### src/rtl/prio_irq_pkg.sv
// Package: shared configuration-select encoding for the interrupt controller.
// Assumes: one select bit is enough to address the two configuration registers.
package prio_irq_pkg;
    typedef enum logic {
        CFG_MASK  = 1'b0,
        CFG_LEVEL = 1'b1
    } cfg_sel_e;
endpackage

### src/rtl/prio_irq_cfg.sv
// Module: configuration registers (enable mask and minimum level).
// Assumes: CODE_W <= NUM_SRC, so the level fits in the write data.
module prio_irq_cfg
    import prio_irq_pkg::*;
#(
    parameter int NUM_SRC = 8,
    parameter int CODE_W  = 3
) (
    input  logic               clk,
    input  logic               rst_n,
    input  logic               we_i,
    input  cfg_sel_e           sel_i,
    input  logic [NUM_SRC-1:0] wdata_i,
    output logic [NUM_SRC-1:0] en_o,
    output logic [CODE_W-1:0]  level_o
);
    // Register updates on a write strobe; cleared by reset.
    always_ff @(posedge clk) begin
        if (!rst_n) begin
            en_o    <= '0;
            level_o <= '0;
        end else if (we_i) begin
            if (sel_i == CFG_MASK) en_o    <= wdata_i;
            else                   level_o <= wdata_i[CODE_W-1:0];
        end
    end

    // Without a write strobe, the configuration must not move.
    p_cfg_hold_r8: assert property (@(posedge clk) disable iff (!rst_n)
        !we_i |=> ($stable(en_o) && $stable(level_o)));
endmodule

### src/rtl/prio_irq_enc.sv
// Module: masked fixed-priority encoder; the highest enabled active index wins.
// Assumes: the winning index is itself the device code.
module prio_irq_enc #(
    parameter int NUM_SRC = 8,
    parameter int CODE_W  = 3
) (
    input  logic [NUM_SRC-1:0] req_i,
    input  logic [NUM_SRC-1:0] en_i,
    output logic [CODE_W-1:0]  win_o,
    output logic               any_o
);
    logic [NUM_SRC-1:0] live;

    // One gate per line removes disabled lines from the contest.
    for (genvar g = 0; g < NUM_SRC; g++) begin : g_mask
        assign live[g] = req_i[g] & en_i[g];
    end

    // Scan upward so that the last active index, the highest, is kept.
    always_comb begin
        win_o = '0;
        any_o = 1'b0;
        for (int i = 0; i < NUM_SRC; i++) begin
            if (live[i]) begin
                win_o = CODE_W'(i);
                any_o = 1'b1;
            end
        end
    end

    // The winner is live and nothing above it is live.
    always_comb begin
        if (any_o) begin
            p_win_top_r2: assert ((live >> win_o) == NUM_SRC'(1));
        end
        if (!any_o) begin
            p_none_live_r3: assert (live == '0);
        end
    end
endmodule

### src/rtl/prio_irq_hold.sv
// Module: code holding register, loaded only on a processor acknowledge.
// Assumes: ack_i is synchronous to clk.
module prio_irq_hold #(
    parameter int CODE_W = 3
) (
    input  logic              clk,
    input  logic              rst_n,
    input  logic              ack_i,
    input  logic [CODE_W-1:0] win_i,
    input  logic              any_i,
    output logic [CODE_W-1:0] code_o,
    output logic              vld_o
);
    // Capture the current winner on acknowledge; hold it otherwise.
    always_ff @(posedge clk) begin
        if (!rst_n) begin
            code_o <= '0;
            vld_o  <= 1'b0;
        end else if (ack_i) begin
            code_o <= any_i ? win_i : '0;
            vld_o  <= any_i;
        end
    end

    // A read in progress is never disturbed without an acknowledge.
    p_code_stable_r7: assert property (@(posedge clk) disable iff (!rst_n)
        !ack_i |=> ($stable(code_o) && $stable(vld_o)));
    // With no live line captured, the code reads as zero.
    p_empty_zero_r9: assert property (@(posedge clk) disable iff (!rst_n)
        !vld_o |-> (code_o == '0));
endmodule

### src/rtl/prio_irq_ctrl.sv
// Module: top of the priority interrupt controller with a level threshold.
// Assumes: all inputs are synchronous to clk; reset is synchronous, active low.
module prio_irq_ctrl
    import prio_irq_pkg::*;
#(
    parameter int NUM_SRC = 8,
    localparam int CODE_W = (NUM_SRC > 1) ? $clog2(NUM_SRC) : 1
) (
    input  logic               clk,
    input  logic               rst_n,
    input  logic [NUM_SRC-1:0] req_i,
    input  logic               ack_i,
    input  logic               cfg_we_i,
    input  logic               cfg_sel_i,
    input  logic [NUM_SRC-1:0] cfg_wdata_i,
    output logic               irq_o,
    output logic [CODE_W-1:0]  code_o,
    output logic               code_vld_o
);
    logic [NUM_SRC-1:0] en;
    logic [CODE_W-1:0]  level;
    logic [CODE_W-1:0]  win;
    logic               any;
    logic               irq_q;

    prio_irq_cfg #(.NUM_SRC(NUM_SRC), .CODE_W(CODE_W)) u_cfg (
        .clk     (clk),
        .rst_n   (rst_n),
        .we_i    (cfg_we_i),
        .sel_i   (cfg_sel_e'(cfg_sel_i)),
        .wdata_i (cfg_wdata_i),
        .en_o    (en),
        .level_o (level)
    );

    prio_irq_enc #(.NUM_SRC(NUM_SRC), .CODE_W(CODE_W)) u_enc (
        .req_i (req_i),
        .en_i  (en),
        .win_o (win),
        .any_o (any)
    );

    prio_irq_hold #(.CODE_W(CODE_W)) u_hold (
        .clk    (clk),
        .rst_n  (rst_n),
        .ack_i  (ack_i),
        .win_i  (win),
        .any_i  (any),
        .code_o (code_o),
        .vld_o  (code_vld_o)
    );

    // Register the interrupt: a live winner at or above the level raises it.
    always_ff @(posedge clk) begin
        if (!rst_n) irq_q <= 1'b0;
        else        irq_q <= any && (win >= level);
    end

    assign irq_o = irq_q;

    // An interrupt always traces back to a winner that met the level.
    p_irq_level_r4: assert property (@(posedge clk) disable iff (!rst_n)
        irq_o |-> ($past(win) >= $past(level)));
    // With no live line one cycle earlier, the interrupt is low.
    p_irq_drop_r6: assert property (@(posedge clk) disable iff (!rst_n)
        $past(!any) |-> !irq_o);
endmodule

### config.mk
export PLATFORM = sky130hd
export DESIGN_NAME = prio_irq_ctrl
export DESIGN_NICKNAME = d
export VERILOG_FILES = /design/src/rtl/prio_irq_pkg.sv /design/src/rtl/prio_irq_cfg.sv /design/src/rtl/prio_irq_enc.sv /design/src/rtl/prio_irq_hold.sv /design/src/rtl/prio_irq_ctrl.sv
export SDC_FILE = /design/constraint.sdc
export NUM_CORES = 1
export LEC_CHECK = 0
export BUFFER_PORTS_ARGS = -buffer_cell sky130_fd_sc_hd__buf_4
export CORE_ASPECT_RATIO = 1.1
export CORE_MARGIN = 3
export CORE_UTILIZATION = 40
export CTS_CLUSTER_DIAMETER = 120
export CTS_CLUSTER_SIZE = 8
export DETAILED_ROUTE_END_ITERATION = 10
export GPL_ROUTABILITY_DRIVEN = 1
export GPL_TIMING_DRIVEN = 0
export PLACE_DENSITY = 0.64
export SYNTH_ARGS = -nofsm -noshare
export SYNTH_HDL_FRONTEND = slang
export SYNTH_SLANG_ARGS = --single-unit
export TNS_END_PERCENT = 30
### constraint.sdc
create_clock -name clk -period 2 [get_ports clk]
set_input_delay 0.4 -clock clk [delete_from_list [all_inputs] [get_ports clk]]
set_output_delay 0.4 -clock clk [all_outputs]
set_load 0.05 [all_outputs]
==> results.toml, run 1 <==
[outcome]
status = "completed"

[clock_network]
cts_max_level = 1
hold_buffers = 0
ctsResizeCount = 0
cts_sinks = 16
postCtsSetupBuffers = 0
clk_pin_slew_worst_paths_ns = 0.10
cts_root_buffer = "clkbuf_4"
cts_tree = "done"
clock_path_buffers = 2
clkLatencyLatePin_ns = 0.29
cts_buffers = 3

[die]
ios = 26
die_height_um = 52.0
start_util_pct = 42.6
rows = 16
die_area_um2 = 2480
design.core.area_um2 = 1800
die_w_um = 47.8

[grt]
grt_usage_pct = 15.8
grt_busiest_layer = "met2"
grt_overflow = 0
grt_max_degree = 11
grt_pass1_vias = 659
gr-usage-met3_pct = 4.50
grt_pass1_wl_um = 2730
met2_usage_pct = 24.0
met1_usage_pct = 19.1
antenna_found_initial = 0

[drt]
wire_per_inst_um = 12.5
first_pass_iters = 4
routed_wl_um = 1590
drc = 0
ant_nets = 0
via_count = 667
drtIter0Drc = 8
vias_per_cell = 5.25

[place]
port_buffers = 25
place_area_um2 = 978
place_inst = 123
pre_cts_ws_ns = 0.125
hpwl_um = 1210
gp_congestion = 0.708

[synthesis]
yosys.cell_count.top_type = "dfxtp_1"
post_synth.cell_area_avg_um2 = 9.60
syn-num-nets = 104
synth_area_leader_cell = "dfxtp_1"
synth_top_area_share_pct = 41.7
synth_edf_count = 0
yosysWarnings = 0
synthesis.area_um2 = 768
synthFlopType = "dfxtp_1"
yosysSeqAreaShare_pct = 41.7
syn_inst = 80
synth_cell_types = 26
synth.area.top_cells = "dfxtp_1 42%, mux2i_1 10%, nor2b_1 6.5%"
ys_ff_latch = 16
synthArstFlopShare_pct = 0
synthTopCellsByCount = "16 x dfxtp_1, 8 x mux2i_1, 8 x nand2_1, 8 x nor2b_1, 6 x nand3_1"

[power_and_ir_drop]
peakVddDrop_mv = 0.400
pwr-share-clk_pct = 30.9
p_per_area_nw_per_um2 = 710
p_sw_uw = 199
power.total_uw = 720
sw_frac_of_total_pct = 27.7
power.internal_uw = 521
p_leak_nw = 0.452
seq_power_share_pct = 48.1
power_frac_comb_pct = 21.0

[cells_and_area]
fin_area_um2 = 1010
fin_nets = 134
syn_to_final_growth_pct = 32.1
drive_gt1_share_pct = 33.9
n_fill_cell = 164
fin_cells = 127
num_antenna_cells = 0

[setup_path]
crit_chain = "nand2_1, a32o_1, a31oi_2, ha_1, nand2b_1, a21o_1, a21oi_1, nor2_1"
r2r-start = "u_cfg.en_o[2]$_SDFFE_PN0P_"
r2r_end = "irq_o$_SDFF_PN0_"
worst_setup_path_start_kind = "flip-flop"
crit_path_max_fanout = 3
crit_path_top_delay_cell = "dfxtp_1"
timing.critical_path.buf_inv = 0
cp.depth = 8
worst_path_largest_cell_delay_ns = 0.36
cp.arrival_ns = 1.94
cp-end-kind = "flip-flop"
r2r_slack_ns = 0.26
worstPathRequired_ns = 2.20
r2r_cells = 8
startpoint = "u_cfg.en_o[2]$_SDFFE_PN0P_"
crit_family = "compound AO/OA/AOI/OAI gates"
critical_path_class = "flip-flop to flip-flop"
endpoint = "irq_o$_SDFF_PN0_"

[timing]
tightest_slew_ns = 0.398
final.setup_skew_ns = 0.00141
relSlewSlack_pct = 73.4
setup_viol = 0
rsz0062_at_grt = "no"
layout_worst_path_cycle_share_pct = 86.9
post-route-min-period_ns = 1.74
tns_ns = 0
drv_slew = 0
finalWorstSetupSlack_ns = 0.261
hold_viol = 0
fmax_mhz = 575

[run]
cap_violations = 0

[min_path]
hp-class = "primary input to flip-flop"
[registers in the layout, summed over array words and instances (netlist names)]
signal / flops
u_hold.code_o: 3
u_cfg.en_o: 8
u_cfg.level_o: 3
u_hold.vld_o: 1
irq_o: 1
[power groups by stage]
stage,Combinational (mW),Clock (mW),Sequential (mW)
after floorplan,0.0658,0,0.377
after global placement,0.151,0,0.354
after detailed placement,0.153,0,0.354
after CTS,0.153,0.229,0.347
after global routing,0.169,0.248,0.349
final,0.151,0.222,0.347
[cells in the final DEF, fill, tap and decap left out]
master	instances
nor3b_1	1
nor2b_2	1
a21o_1	1
nand2_2	1
a22oi_1	2
o21ai_1	2
nand3_1	6
a21boi_1	3
a22oi_2	2
or2_2	1
mux2i_1	8
a21oi_1	1
nand2_1	8
clkbuf_8	1
ha_1	3
inv_2	1
dfxtp_1	16
nor2b_1	8
a31oi_2	1
clkbuf_4	3
o211a_1	2
buf_6	1
nand4_1	1
clkbuf_1	1
buf_4	25
nor2_1	3
inv_1	3
a32o_1	2
nand2b_1	1
[metal layers]
layer / share of wire [%] / vias to the layer above
met5: 0 / -
met4: 1.8 / 0
met3: 5.9 / 4
met2: 45 / 22
met1: 47 / 297
li1: - / 344
[kinds of logic after synthesis]
group           synth area share (%)
mux                             10.4
buf+inv                         3.91
fa+ha+maj                       4.89
flops                           41.7
simple gates                    21.2
compound gates                  17.9
[layout make-up]
cell class                      instances  area, µm²  share of cell area [%]
Clock buffer                            4       36.3                    3.58
Buffer                                  2       15.0                    1.48
Timing Repair Buffer                   25        188                    18.5
Tap cell                               18       22.5                    2.22
Sequential cell                        16        320                    31.6
Multi-Input combinational cell         58        418                    41.2
Inverter                                4       15.0                    1.48
[how the worst min path moves through the flow]
stage,from,end,slack (ns),depth (start not counted)
after global placement,u_cfg.level_o[2]$_SDFFE_PN0P_,u_cfg.level_o[2]$_SDFFE_PN0P_,0.45,2
after floorplan,u_cfg.level_o[1]$_SDFFE_PN0P_,u_cfg.level_o[1]$_SDFFE_PN0P_,0.44,2
after detailed placement,u_cfg.level_o[2]$_SDFFE_PN0P_,u_cfg.level_o[2]$_SDFFE_PN0P_,0.45,2
after global routing,cfg_wdata_i[0],u_cfg.en_o[0]$_SDFFE_PN0P_,0.35,3
final,cfg_wdata_i[4],u_cfg.en_o[4]$_SDFFE_PN0P_,0.36,3
after CTS,cfg_wdata_i[4],u_cfg.en_o[4]$_SDFFE_PN0P_,0.35,3
[metrics by stage]
| stage | utilization, % | hold WS (ns) |
|---|---|---|
| finish | 56.3 | 0.358 |
| global route | 56.3 | 0.355 |
| CTS | 56.3 | 0.349 |
| detailed placement | 54.3 | 0.445 |
| global placement | 54.3 | 0.447 |
| floorplan | - | 0.435 |
[worst register-to-register path, stage by stage, from the launching register on]
cell and delay (ns):
dfxtp_1 0.36, nand2_1 0.06, a32o_1 0.27, a31oi_2 0.21, ha_1 0.25, nand2b_1 0.14
a21o_1 0.17, a21oi_1 0.13, nor2_1 0.05
(Power assumes the default switching activity.)
==> run 2: changes to the inputs <==
--- a/config.mk
+++ b/config.mk
@@ -8,13 +8,13 @@
 export BUFFER_PORTS_ARGS = -buffer_cell sky130_fd_sc_hd__buf_4
 export CORE_ASPECT_RATIO = 1.1
 export CORE_MARGIN = 3
-export CORE_UTILIZATION = 40
+export CORE_UTILIZATION = 29
 export CTS_CLUSTER_DIAMETER = 120
 export CTS_CLUSTER_SIZE = 8
 export DETAILED_ROUTE_END_ITERATION = 10
 export GPL_ROUTABILITY_DRIVEN = 1
 export GPL_TIMING_DRIVEN = 0
-export PLACE_DENSITY = 0.64
+export PLACE_DENSITY = 0.49
 export SYNTH_ARGS = -nofsm -noshare
 export SYNTH_HDL_FRONTEND = slang
 export SYNTH_SLANG_ARGS = --single-unit
==> results.toml, run 2 (synthesized netlist as in run 1, its figures left out) <==
[outcome]
status = "completed"

[timing]
relSlewSlack_pct = 73.5
rsz0062_at_grt = "no"
layout_worst_path_cycle_share_pct = 87.4
setup_viol = 0
final.setup_skew_ns = 0.00359
tightest_slew_ns = 0.397
drv_slew = 0
fmax_mhz = 572
tns_ns = 0
post-route-min-period_ns = 1.75
hold_viol = 0

[grt]
antenna_found_initial = 0
grt_pass1_vias = 655
grt_max_degree = 11
grt_overflow = 0
grt_usage_pct = 11.8
grt_pass1_wl_um = 2720

[clock_network]
clkLatencyLatePin_ns = 0.28
cts_tree = "done"
cts_buffers = 3
clock_path_buffers = 2
clk_pin_slew_worst_paths_ns = 0.09
ctsResizeCount = 0
cts_root_buffer = "clkbuf_4"
postCtsSetupBuffers = 0
cts_sinks = 16
cts_max_level = 1
hold_buffers = 0

[cells_and_area]
largest_reg_flops = 8
fin_nets = 134
syn_to_final_growth_pct = 32.2
final_cell_mix = "25 x buf_4, 16 x dfxtp_1, 8 x nand2_1, 8 x mux2i_1, 8 x nor2b_1"
top_register = "u_cfg.en_o"
num_antenna_cells = 0
fin_area_um2 = 1020
layout_commonest_cell = "buf_4"
drive_gt1_share_pct = 33.3
reg.largest.list = "u_cfg.en_o: 8 flops, u_cfg.level_o: 3 flops, u_hold.code_o: 3 flops"

[drt]
routed_wl_um = 1680
vias_per_cell = 4.76
drc = 0
via_count = 657
first_pass_iters = 2
ant_nets = 0
drtIter0Drc = 11
wire_per_inst_um = 12.2

[setup_path]
crit_path_top_delay_cell = "dfxtp_1"
crit_family = "compound AO/OA/AOI/OAI gates"
worst_setup_path_start_kind = "flip-flop"
cp-end-kind = "flip-flop"
critical_path_class = "flip-flop to flip-flop"
worst_path_largest_cell_delay_ns = 0.36
worstPathRequired_ns = 2.18
crit_path_max_fanout = 3
cp.arrival_ns = 1.93
timing.critical_path.buf_inv = 0
crit_chain = "nand2_1, a32o_1, a31oi_2, ha_1, nand2b_1, a21o_1, a21oi_1, nor2_1"

[power_and_ir_drop]
p_leak_nw = 0.444
p_per_area_nw_per_um2 = 656
power.total_uw = 667
peakVddDrop_mv = 0.333

[place]
gp_congestion = 0.636
hpwl_um = 1310
port_buffers = 25
place_area_um2 = 993

[die]
die_w_um = 55.1
design.core.area_um2 = 2390
rows = 18
start_util_pct = 32.2
ios = 26
die_area_um2 = 3300
die_height_um = 60.0

[run]
cap_violations = 0

[min_path]
hp-class = "primary input to flip-flop"
==> run 2: routing by layer <==
layer | global-route usage (%) | part of all wire [%] | wire, µm | up-vias
met2 | 18.9 | 45 | 762 | 19
met4 | 7.29 | 1.5 | 25 | 0
li1 | - | - | - | 341
met1 | 14.1 | 46 | 768 | 293
met3 | 2.24 | 7.2 | 120 | 4
met5 | 0 | 0 | 0 | -
==> run 2: cell type report <==
type	instances	area, µm²
Inverter	4	15.0
Sequential cell	16	320
Fill cell	267	1370
Clock buffer	3	22.5
Multi-Input combinational cell	58	418
Tap cell	30	37.5
Timing Repair Buffer	25	188
Buffer	2	15.0
==> run 2: per-stage QoR <==
stage	std cells	setup WS (ns)	hold slack (ns)	util (%)
2_1_floorplan	80	0.303	0.435	-
3_3_place_gp	135	0.107	0.450	41.6
3_5_place_dp	135	0.105	0.450	41.6
4_1_cts	138	0.238	0.365	42.6
5_1_grt	138	0.111	0.370	42.6
6_report	138	0.253	0.377	42.6
==> run 2: path summary, 6_finish.rpt <==
kind / cells past startpoint / from / slack, ns / end
worst max-delay path: 8 / u_cfg.en_o[2]$_SDFFE_PN0P_ / 0.25 / irq_o$_SDFF_PN0_
worst min register to register: 2 / u_cfg.level_o[2]$_SDFFE_PN0P_ / 0.46 / u_cfg.level_o[2]$_SDFFE_PN0P_
worst max register to register: 8 / u_cfg.en_o[2]$_SDFFE_PN0P_ / 0.25 / irq_o$_SDFF_PN0_
worst min-delay path: 3 / cfg_wdata_i[1] / 0.38 / u_cfg.level_o[1]$_SDFFE_PN0P_
==> run 2: report_power, final <==
part / total, mW / switching, mW / internal [mW]
logic: 0.152 / 0.0783 / 0.0738
clock network: 0.168 / 0.0980 / 0.0698
registers: 0.347 / 0.0104 / 0.336
total: 0.667 / 0.187 / 0.480
==> run 2: worst register-to-register path: stages, from the launching register on <==
cell	delay, ns
dfxtp_1	0.36
nand2_1	0.06
a32o_1	0.27
a31oi_2	0.22
ha_1	0.25
nand2b_1	0.13
a21o_1	0.17
a21oi_1	0.13
nor2_1	0.06
==> run 3: changes to the inputs <==
--- a/config.mk
+++ b/config.mk
@@ -5,6 +5,7 @@
 export SDC_FILE = /design/constraint.sdc
 export NUM_CORES = 1
 export LEC_CHECK = 0
+export ABC_AREA = 1
 export BUFFER_PORTS_ARGS = -buffer_cell sky130_fd_sc_hd__buf_4
 export CORE_ASPECT_RATIO = 1.1
 export CORE_MARGIN = 3
@@ -14,7 +15,7 @@
 export DETAILED_ROUTE_END_ITERATION = 10
 export GPL_ROUTABILITY_DRIVEN = 1
 export GPL_TIMING_DRIVEN = 0
-export PLACE_DENSITY = 0.49
+export PLACE_DENSITY = 0.5
 export SYNTH_ARGS = -nofsm -noshare
 export SYNTH_HDL_FRONTEND = slang
 export SYNTH_SLANG_ARGS = --single-unit
==> results.toml, run 3 <==
[clock_network]
postCtsSetupBuffers = 0
clkLatencyLatePin_ns = 0.28
cts_root_buffer = "clkbuf_4"
clock_path_buffers = 2
ctsResizeCount = 0
cts_sinks = 16
clk_pin_slew_worst_paths_ns = 0.09
hold_buffers = 0
cts_buffers = 3
cts_max_level = 1
cts_tree = "done"

[synthesis]
synth.area.top_cells = "dfxtp_1 45%, nand2_1 13%, nor2_1 9.5%"
synth_cell_types = 15
syn_inst = 100
yosys.cell_count.top_type = "nand2_1"
synth_area_leader_cell = "dfxtp_1"
synthTopCellsByCount = "25 x nand2_1, 18 x nor2_1, 16 x dfxtp_1"
yosysSeqAreaShare_pct = 44.8
synthArstFlopShare_pct = 0
post_synth.cell_area_avg_um2 = 7.14
synth_edf_count = 0
yosysWarnings = 0
ys_ff_latch = 16
synthesis.area_um2 = 714
synth_top_area_share_pct = 44.8
synthFlopType = "dfxtp_1"
syn-num-nets = 124

[place]
gp_congestion = 0.709
port_buffers = 25
hpwl_um = 1270
pre_cts_ws_ns = 0.277

[timing]
rsz0062_at_grt = "no"
hold_viol = 0
tns_ns = 0
fmax_mhz = 649
layout_worst_path_cycle_share_pct = 77.1
finalWorstSetupSlack_ns = 0.459
setup_viol = 0
final.setup_skew_ns = 0.00144
hold_ws_ns = 0.324
tightest_slew_ns = 0.222
drv_slew = 0
relSlewSlack_pct = 85.1
post-route-min-period_ns = 1.54

[setup_path]
r2r_end = "irq_o$_SDFF_PN0_"
timing.critical_path.buf_inv = 2
crit_path_top_delay_cell = "dfxtp_1"
crit_family = "simple AND/OR/NAND/NOR gates"
crit_top_cell = "nand2_1"
crit_chain = "nand2_1, inv_2, nand2_1, nand2_1, nand2_1, nand2_1, nand2_1, nand2_1, inv_1, ha_1, o21ai_0, nand2_1, a21oi_1, nor2_1"
worst_setup_path_start_kind = "flip-flop"
r2r_cells = 14
cp-end-kind = "flip-flop"
r2r-start = "u_cfg.en_o[1]$_SDFFE_PN0P_"
critical_path_class = "flip-flop to flip-flop"
worstPathRequired_ns = 2.18
cp.arrival_ns = 1.72
r2r_slack_ns = 0.46
crit_path_max_fanout = 2
worst_path_largest_cell_delay_ns = 0.34

[cells_and_area]
top_register = "u_cfg.en_o"
largest_reg_flops = 8
reg.largest.list = "u_cfg.en_o: 8 flops, u_cfg.level_o: 3 flops, u_hold.code_o: 3 flops"
drive_gt1_share_pct = 29.5
syn_to_final_growth_pct = 36.6
final_cell_mix = "25 x nand2_1, 25 x buf_4, 18 x nor2_1, 16 x dfxtp_1, 12 x o21ai_0"
fin_util_pct = 42.5
fin_nets = 154
num_antenna_cells = 0

[outcome]
status = "completed"

[grt]
grt_pass1_wl_um = 2680
antenna_found_initial = 0
grt_overflow = 0
grt_usage_pct = 11.7
grt_max_degree = 11
grt_pass1_vias = 651

[die]
start_util_pct = 31.1
die_area_um2 = 3100
die_w_um = 53.3
ios = 26
die_height_um = 58.1
rows = 18
design.core.area_um2 = 2300

[drt]
vias_per_cell = 4.30
drc = 0
wire_per_inst_um = 9.72
ant_nets = 0
first_pass_iters = 4
via_count = 684
drtIter0Drc = 8
routed_wl_um = 1550

[min_path]
hold_start = "ack_i"
whs_endpoint = "u_hold.code_o[2]$_SDFFE_PN0P_"
hp-class = "primary input to flip-flop"
hold_depth = 2

[run]
cap_violations = 0

[power_and_ir_drop]
power.total_uw = 720
p_leak_nw = 0.489
p_per_area_nw_per_um2 = 738
peakVddDrop_mv = 0.349
run 3: metal layers:
layer	vias to the layer above	global-route usage, %	part of all wire [%]
li1	376	-	-
met2	19	18.9	50
met3	2	3.34	7.1
met4	0	4.38	0.65
met1	287	14.4	42
met5	-	0	0
run 3: where the power goes:
part	switching [mW]	leakage (nW)	total [mW]	internal, mW
sequential	0.00942	0.132	0.351	0.341
combinational	0.0918	0.336	0.159	0.0669
clock	0.100	0.0210	0.211	0.111
run 3: through the flow:
stage          instances  cell area (µm²)
3_3_place_gp         155              940
5_1_grt              159              976
6_report             159              976
3_5_place_dp         155              940
2_1_floorplan        100              714
4_1_cts              159              976
run 3: worst reg2reg max path, delay by kind of cell (launching register included):
kind | cells | cell delay (ns)
buffers and inverters | 2 | 0.10
DFF | 1 | 0.34
adders and majority gates | 1 | 0.25
and+or+nand+nor | 9 | 0.48
AOI/OAI and AO/OA | 2 | 0.27
run 3: final cells by class:
type                       instances  area, µm²
buffer                             1       5.00
clock buffer                       4       36.3
fill                             270       1320
inverter                          11       41.3
multi-input combinational         72        348
sequential                        16        320
tap                               30       37.5
timing repair buffer              25        188
run 3: how the worst max path moves through the flow:
stage	start	end	slack, ns	cells after the start
2_1_floorplan	req_i[1]	irq_o$_SDFF_PN0_	0.48	14
3_3_place_gp	req_i[2]	irq_o$_SDFF_PN0_	0.28	14
3_5_place_dp	req_i[2]	irq_o$_SDFF_PN0_	0.28	14
4_1_cts	u_cfg.en_o[1]$_SDFFE_PN0P_	irq_o$_SDFF_PN0_	0.43	14
5_1_grt	u_cfg.en_o[1]$_SDFFE_PN0P_	irq_o$_SDFF_PN0_	0.27	14
6_report	u_cfg.en_o[1]$_SDFFE_PN0P_	irq_o$_SDFF_PN0_	0.46	14
run 3: cell families (layout without fill, tap and decap cells):
logic type | count (synthesis) | after routing | synth area share [%]
buf+inv | 12 | 41 | 6.48
flops | 16 | 16 | 44.8
simple gates | 47 | 47 | 26.6
compound gates | 22 | 22 | 16.8
fa+ha+maj | 3 | 3 | 5.25
